File: src/rtl/clb_pkg.sv
package clb_pkg;
  localparam int LUT_ADDR_W = 4;
  localparam int MODE_W     = 2;

  typedef enum logic [1:0] {
    MODE_DUAL  = 2'b00,
    MODE_WIDE  = 2'b01,
    MODE_ARITH = 2'b10,
    MODE_RAM   = 2'b11
  } clbMode_t;

  // decoded strobes from configuration control to datapath
  typedef struct packed {
    logic isDual;
    logic isWide;
    logic isArith;
    logic isRam;
    logic regEnF;
    logic regEnG;
  } clbStrobe_t;
endpackage

File: src/rtl/clb_lut.sv
module clb_lut #(
  parameter int ADDR_W = clb_pkg::LUT_ADDR_W,
  localparam int DEPTH = 1 << ADDR_W
) (
  input  logic [DEPTH-1:0]  table_i,
  input  logic [ADDR_W-1:0] addr,
  output logic              bitOut
);
  assign bitOut = table_i[addr];
endmodule

File: src/rtl/clb_cfg_ctrl.sv
module clb_cfg_ctrl
  import clb_pkg::*;
#(
  parameter int ADDR_W = LUT_ADDR_W,
  localparam int DEPTH = 1 << ADDR_W,
  localparam int CFG_W = 2 * DEPTH + MODE_W + 2
) (
  input  logic              clk,
  input  logic              cfgEn,
  input  logic              cfgDin,
  input  logic              ramWe,
  input  logic [ADDR_W-1:0] ramAddr,
  input  logic              wrDataF,
  input  logic              wrDataG,
  output clbStrobe_t        strobe,
  output logic [DEPTH-1:0]  tblF,
  output logic [DEPTH-1:0]  tblG
);
  logic [MODE_W-1:0] modeReg;
  logic              regEnFReg;
  logic              regEnGReg;
  logic [DEPTH-1:0]  tblFReg;
  logic [DEPTH-1:0]  tblGReg;
  logic [CFG_W-1:0]  chainNow;
  logic              userWrite;

  assign chainNow  = {modeReg, regEnFReg, regEnGReg, tblFReg, tblGReg};
  assign userWrite = ramWe && !cfgEn && (modeReg == MODE_RAM);

  always_ff @(posedge clk) begin
    if (cfgEn) begin
      {modeReg, regEnFReg, regEnGReg, tblFReg, tblGReg} <= {chainNow[CFG_W-2:0], cfgDin};
    end else if (userWrite) begin
      tblFReg[ramAddr] <= wrDataF;
      tblGReg[ramAddr] <= wrDataG;
    end
  end

  always_comb begin
    strobe         = '0;
    strobe.isDual  = (modeReg == MODE_DUAL);
    strobe.isWide  = (modeReg == MODE_WIDE);
    strobe.isArith = (modeReg == MODE_ARITH);
    strobe.isRam   = (modeReg == MODE_RAM);
    strobe.regEnF  = regEnFReg;
    strobe.regEnG  = regEnGReg;
  end

  assign tblF = tblFReg;
  assign tblG = tblGReg;
endmodule

File: src/rtl/clb_datapath.sv
module clb_datapath
  import clb_pkg::*;
#(
  parameter int ADDR_W = LUT_ADDR_W,
  localparam int DEPTH = 1 << ADDR_W,
  localparam int LANES = 2
) (
  input  logic              clk,
  input  clbStrobe_t        strobe,
  input  logic [DEPTH-1:0]  tblF,
  input  logic [DEPTH-1:0]  tblG,
  input  logic [ADDR_W-1:0] fIn,
  input  logic [ADDR_W-1:0] gIn,
  input  logic              eIn,
  input  logic              cIn,
  input  logic              regCe,
  input  logic              regRst,
  output logic              fComb,
  output logic              gComb,
  output logic              fQ,
  output logic              gQ,
  output logic              cOut
);
  logic [ADDR_W-1:0] laneAddr [LANES];
  logic [DEPTH-1:0]  laneTbl  [LANES];
  logic              laneBit  [LANES];
  logic              propBit;
  logic              genBit;
  logic              carryBit;

  assign laneTbl[0]  = tblF;
  assign laneTbl[1]  = tblG;
  assign laneAddr[0] = fIn;
  assign laneAddr[1] = strobe.isDual ? gIn : fIn;

  for (genvar lane = 0; lane < LANES; lane++) begin : g_lane
    clb_lut #(.ADDR_W(ADDR_W)) u_lut (
      .table_i(laneTbl[lane]),
      .addr   (laneAddr[lane]),
      .bitOut (laneBit[lane])
    );
  end

  assign propBit  = laneBit[0];
  assign genBit   = laneBit[1];
  assign carryBit = strobe.isArith ? (propBit ? cIn : genBit) : cIn;
  assign cOut     = carryBit;

  always_comb begin
    fComb = propBit;
    gComb = genBit;
    if (strobe.isWide) begin
      fComb = eIn ? genBit : propBit;
      gComb = 1'b0;
    end else if (strobe.isArith) begin
      fComb = propBit ^ cIn;
      gComb = carryBit;
    end
  end

  always_ff @(posedge clk) begin
    if (regRst) begin
      fQ <= 1'b0;
      gQ <= 1'b0;
    end else if (regCe) begin
      fQ <= fComb;
      gQ <= gComb;
    end
  end
endmodule

File: src/rtl/lut_clb.sv
module lut_clb
  import clb_pkg::*;
#(
  parameter int ADDR_W = LUT_ADDR_W,
  localparam int DEPTH = 1 << ADDR_W
) (
  input  logic              clk,
  input  logic              cfgEn,
  input  logic              cfgDin,
  input  logic [ADDR_W-1:0] fIn,
  input  logic [ADDR_W-1:0] gIn,
  input  logic              eIn,
  input  logic              cIn,
  output logic              cOut,
  input  logic              ramWe,
  input  logic              wrDataF,
  input  logic              wrDataG,
  input  logic              regCe,
  input  logic              regRst,
  output logic              fOut,
  output logic              gOut
);
  clbStrobe_t       strobe;
  logic [DEPTH-1:0] tblF;
  logic [DEPTH-1:0] tblG;
  logic             fComb;
  logic             gComb;
  logic             fQ;
  logic             gQ;

  clb_cfg_ctrl #(.ADDR_W(ADDR_W)) u_ctrl (
    .clk    (clk),
    .cfgEn  (cfgEn),
    .cfgDin (cfgDin),
    .ramWe  (ramWe),
    .ramAddr(fIn),
    .wrDataF(wrDataF),
    .wrDataG(wrDataG),
    .strobe (strobe),
    .tblF   (tblF),
    .tblG   (tblG)
  );

  clb_datapath #(.ADDR_W(ADDR_W)) u_dp (
    .clk   (clk),
    .strobe(strobe),
    .tblF  (tblF),
    .tblG  (tblG),
    .fIn   (fIn),
    .gIn   (gIn),
    .eIn   (eIn),
    .cIn   (cIn),
    .regCe (regCe),
    .regRst(regRst),
    .fComb (fComb),
    .gComb (gComb),
    .fQ    (fQ),
    .gQ    (gQ),
    .cOut  (cOut)
  );

  assign fOut = strobe.regEnF ? fQ : fComb;
  assign gOut = strobe.regEnG ? gQ : gComb;
endmodule

File: config.mk
export PLATFORM = sky130hd
export DESIGN_NAME = lut_clb
export DESIGN_NICKNAME = d
export VERILOG_FILES = /design/src/rtl/clb_pkg.sv /design/src/rtl/clb_lut.sv /design/src/rtl/clb_cfg_ctrl.sv /design/src/rtl/clb_datapath.sv /design/src/rtl/lut_clb.sv
export SDC_FILE = /design/constraint.sdc
export NUM_CORES = 1
export LEC_CHECK = 0
export CAP_MARGIN = 0
export CORE_ASPECT_RATIO = 1.1
export CORE_MARGIN = 2
export CORE_UTILIZATION = 40
export DETAILED_ROUTE_END_ITERATION = 8
export GPL_TIMING_DRIVEN = 0
export PLACE_DENSITY = 0.64
export SETUP_SLACK_MARGIN = 0.5
export SYNTH_ARGS = -nofsm -noshare
export SYNTH_HDL_FRONTEND = slang
export SYNTH_HIERARCHICAL = 1
export SYNTH_SLANG_ARGS = --single-unit
File: constraint.sdc
create_clock -name clk -period 3.6 [get_ports clk]
set_clock_uncertainty 0.1 [all_clocks]
set_input_delay 0.36 -clock clk [delete_from_list [all_inputs] [get_ports clk]]
set_output_delay 0.36 -clock clk [all_outputs]
set_load 0.01 [all_outputs]
==> flow_summary.ini <==
[clock_tree]
cts_tree = done
cts.sinks = 38
clk_latency_ns = 0.29
cts.clk_slew.worst_paths_ns = 0.08
cts_buffer_depth = 2
root_buffer = clkbuf_8
postCtsHoldBufs = 0
h-tree-depth = 2
cts_buffers = 5

[power]
p_leak_nw = 1.05
p_sw_share_pct = 24.2
ir_worst_vdd_v = 0.000186
combPwrFrac_pct = 18.0
seqPwrFrac_pct = 49.2
p_clk_share_pct = 32.8
netSwitchingPower_w = 0.000263
internal_power_w = 0.000823
power_density_mw_per_mm2 = 395
p_total_w = 0.00109

[route]
drcViolationCount = 0
ant_nets = 0
drt-total-wl_mm = 5.71
drt_iter0_markers = 62
drtPass1Iterations = 6
wl_per_cell_um = 20.2
vias = 1697
vias_per_cell = 6.02

[finish]
fin_area_mm2 = 0.00275
fillers = 519
area_delta_synth_final_pct = 20.0
drive_above_1_share_pct = 21.7
diodes = 0
nNetsFinal = 224

[grt]
grt_pass1_vias = 1675
grt.overflow.total = 0
grt_max_degree = 13
grt_pass1_wl_mm = 9.18
track_usage_pct = 18.9
antenna_found_initial = 0

[timing]
post-route-period-util_pct = 89.0
worstMarginPinSlew_ns = 0.556
rsz0062_at_grt = yes
max_freq_mhz = 312
layout_min_cycle_time_ns = 3.20
hold_viol = 0
report.final.setup_viol = 0
maxSlewHeadroom_pct = 62.9
fin_hold_ws_ns = 0.355
drv_slew = 0

[synthesis]
netlist_area_mm2 = 0.00229
synth_nets = 191
synthCells = 173
synth_warnings = 6
avgSynthCellArea_um2 = 13.2

[worst_setup_path]
start_kind = flop
crit_arrival_ns = 2.74
cp-end-kind = primary output
cp.required_ns = 3.14
crit_start = u_ctrl/modeReg[0]$_DFFE_PP_
path_max_fanout = 4
r2r_start = u_ctrl/modeReg[0]$_DFFE_PP_
crit_type = flop to primary output

[flow_run]
maxCapViolCount = 0

[floorplan]
dieArea_mm2 = 0.00635
io_pins = 21
start_util_pct = 41.9
dieWidth_um = 76.2
die_y_um = 83.4
core_area_mm2 = 0.00547
num_rows = 28

[hold_path]
hold_class = flop to flop
worstHoldStart = u_ctrl/tblF[15]$_DFFE_PP_

[placed_design]
dpl.hpwl_mm = 4.06
gp_congestion = 0.845
io_buffers = 20
placed_area_mm2 = 0.00259

[run_status]
outcome = completed
-- worst max-delay path, cell delays in order (launching register included) --
cell	delay, ns
edfxtp_1	0.44
nor2_4	0.15
mux2_4	0.36
mux4_2	0.46
mux2i_1	0.16
mux2i_1	0.12
a21boi_2	0.18
o21a_1	0.18
mux2_4	0.27
buf_6	0.12
-- worst paths after layout --
kind | endpoint | slack, ns | depth (start not counted)
setup reg to reg | u_dp/fQ$_SDFFE_PP0P_ | 1.19 | 9
setup / recovery | gOut | 0.40 | 9
hold reg to reg | u_ctrl/regEnGReg$_DFFE_PP_ | 0.35 | 0
hold / removal | u_ctrl/regEnGReg$_DFFE_PP_ | 0.35 | 0
-- layout make-up --
class | instances | area (µm²) | area share (%)
Inverter | 1 | 3.75 | 0.136
Tap cell | 75 | 93.8 | 3.41
Multi-Input combinational cell | 119 | 1100 | 40.1
Clock buffer | 5 | 68.8 | 2.50
Sequential cell | 38 | 1120 | 40.8
Buffer | 15 | 72.6 | 2.64
Clock inverter | 3 | 40.0 | 1.46
Timing Repair Buffer | 26 | 248 | 9.01
-- stage by stage --
stage               util, %  cells  setup TNS, ns  setup WS (ns)
floorplan                 -    173              0          0.793
global placement       47.3    268         -0.785         -0.399
detailed placement     47.3    268         -0.903         -0.439
CTS                    50.1    280              0          0.379
global route           50.3    282              0          0.279
finish                 50.3    282              0          0.397
-- sequential cells by signal (all words and copies together), names as in the netlist --
| register | cells |
|---|---|
| u_dp/gQ | 1 |
| u_ctrl/tblF | 16 |
| u_ctrl/tblG | 16 |
| u_dp/fQ | 1 |
| u_ctrl/modeReg | 2 |
| u_ctrl/regEnFReg | 1 |
| u_ctrl/regEnGReg | 1 |
-- power groups by stage --
| stage | Clock [W] | Combinational (W) | Sequential [W] |
|---|---|---|---|
| finish | 0.000356 | 0.000195 | 0.000534 |
| global route | 0.000378 | 0.000210 | 0.000538 |
| CTS | 0.000366 | 0.000192 | 0.000534 |
| detailed placement | 0 | 0.000183 | 0.000544 |
| global placement | 0 | 0.000178 | 0.000543 |
| floorplan | 0 | 0.000117 | 0.000535 |
-- per-layer routing --
metal / track usage, % / vias to the layer above / share of wire [%]
met5: 0 / - / 0
met3: 4.02 / 9 / 6.9
li1: - / 772 / -
met4: 6.45 / 0 / 1.8
met1: 24.2 / 835 / 41
met2: 31.8 / 81 / 50
-- layout by cell type (no fill, tap or decap), types with 6 or more instances in the layout --
cell / instances
nand2_1: 13
clkdlybuf4s50_1: 15
buf_2: 7
a21o_1: 11
a22o_1: 22
clkbuf_1: 6
mux2i_1: 6
edfxtp_1: 36
o21ai_0: 10
buf_4: 8
-- repair_timing --
item                                    in CTS  in global routing
hold endpoints to repair                     0                  0
resized for setup                           23                  2
setup buffers                                4                  2
endpoints found under the setup margin       3                  3
pin swaps                                    3                  2
Note: power is estimated with default switching activity, not from simulation.
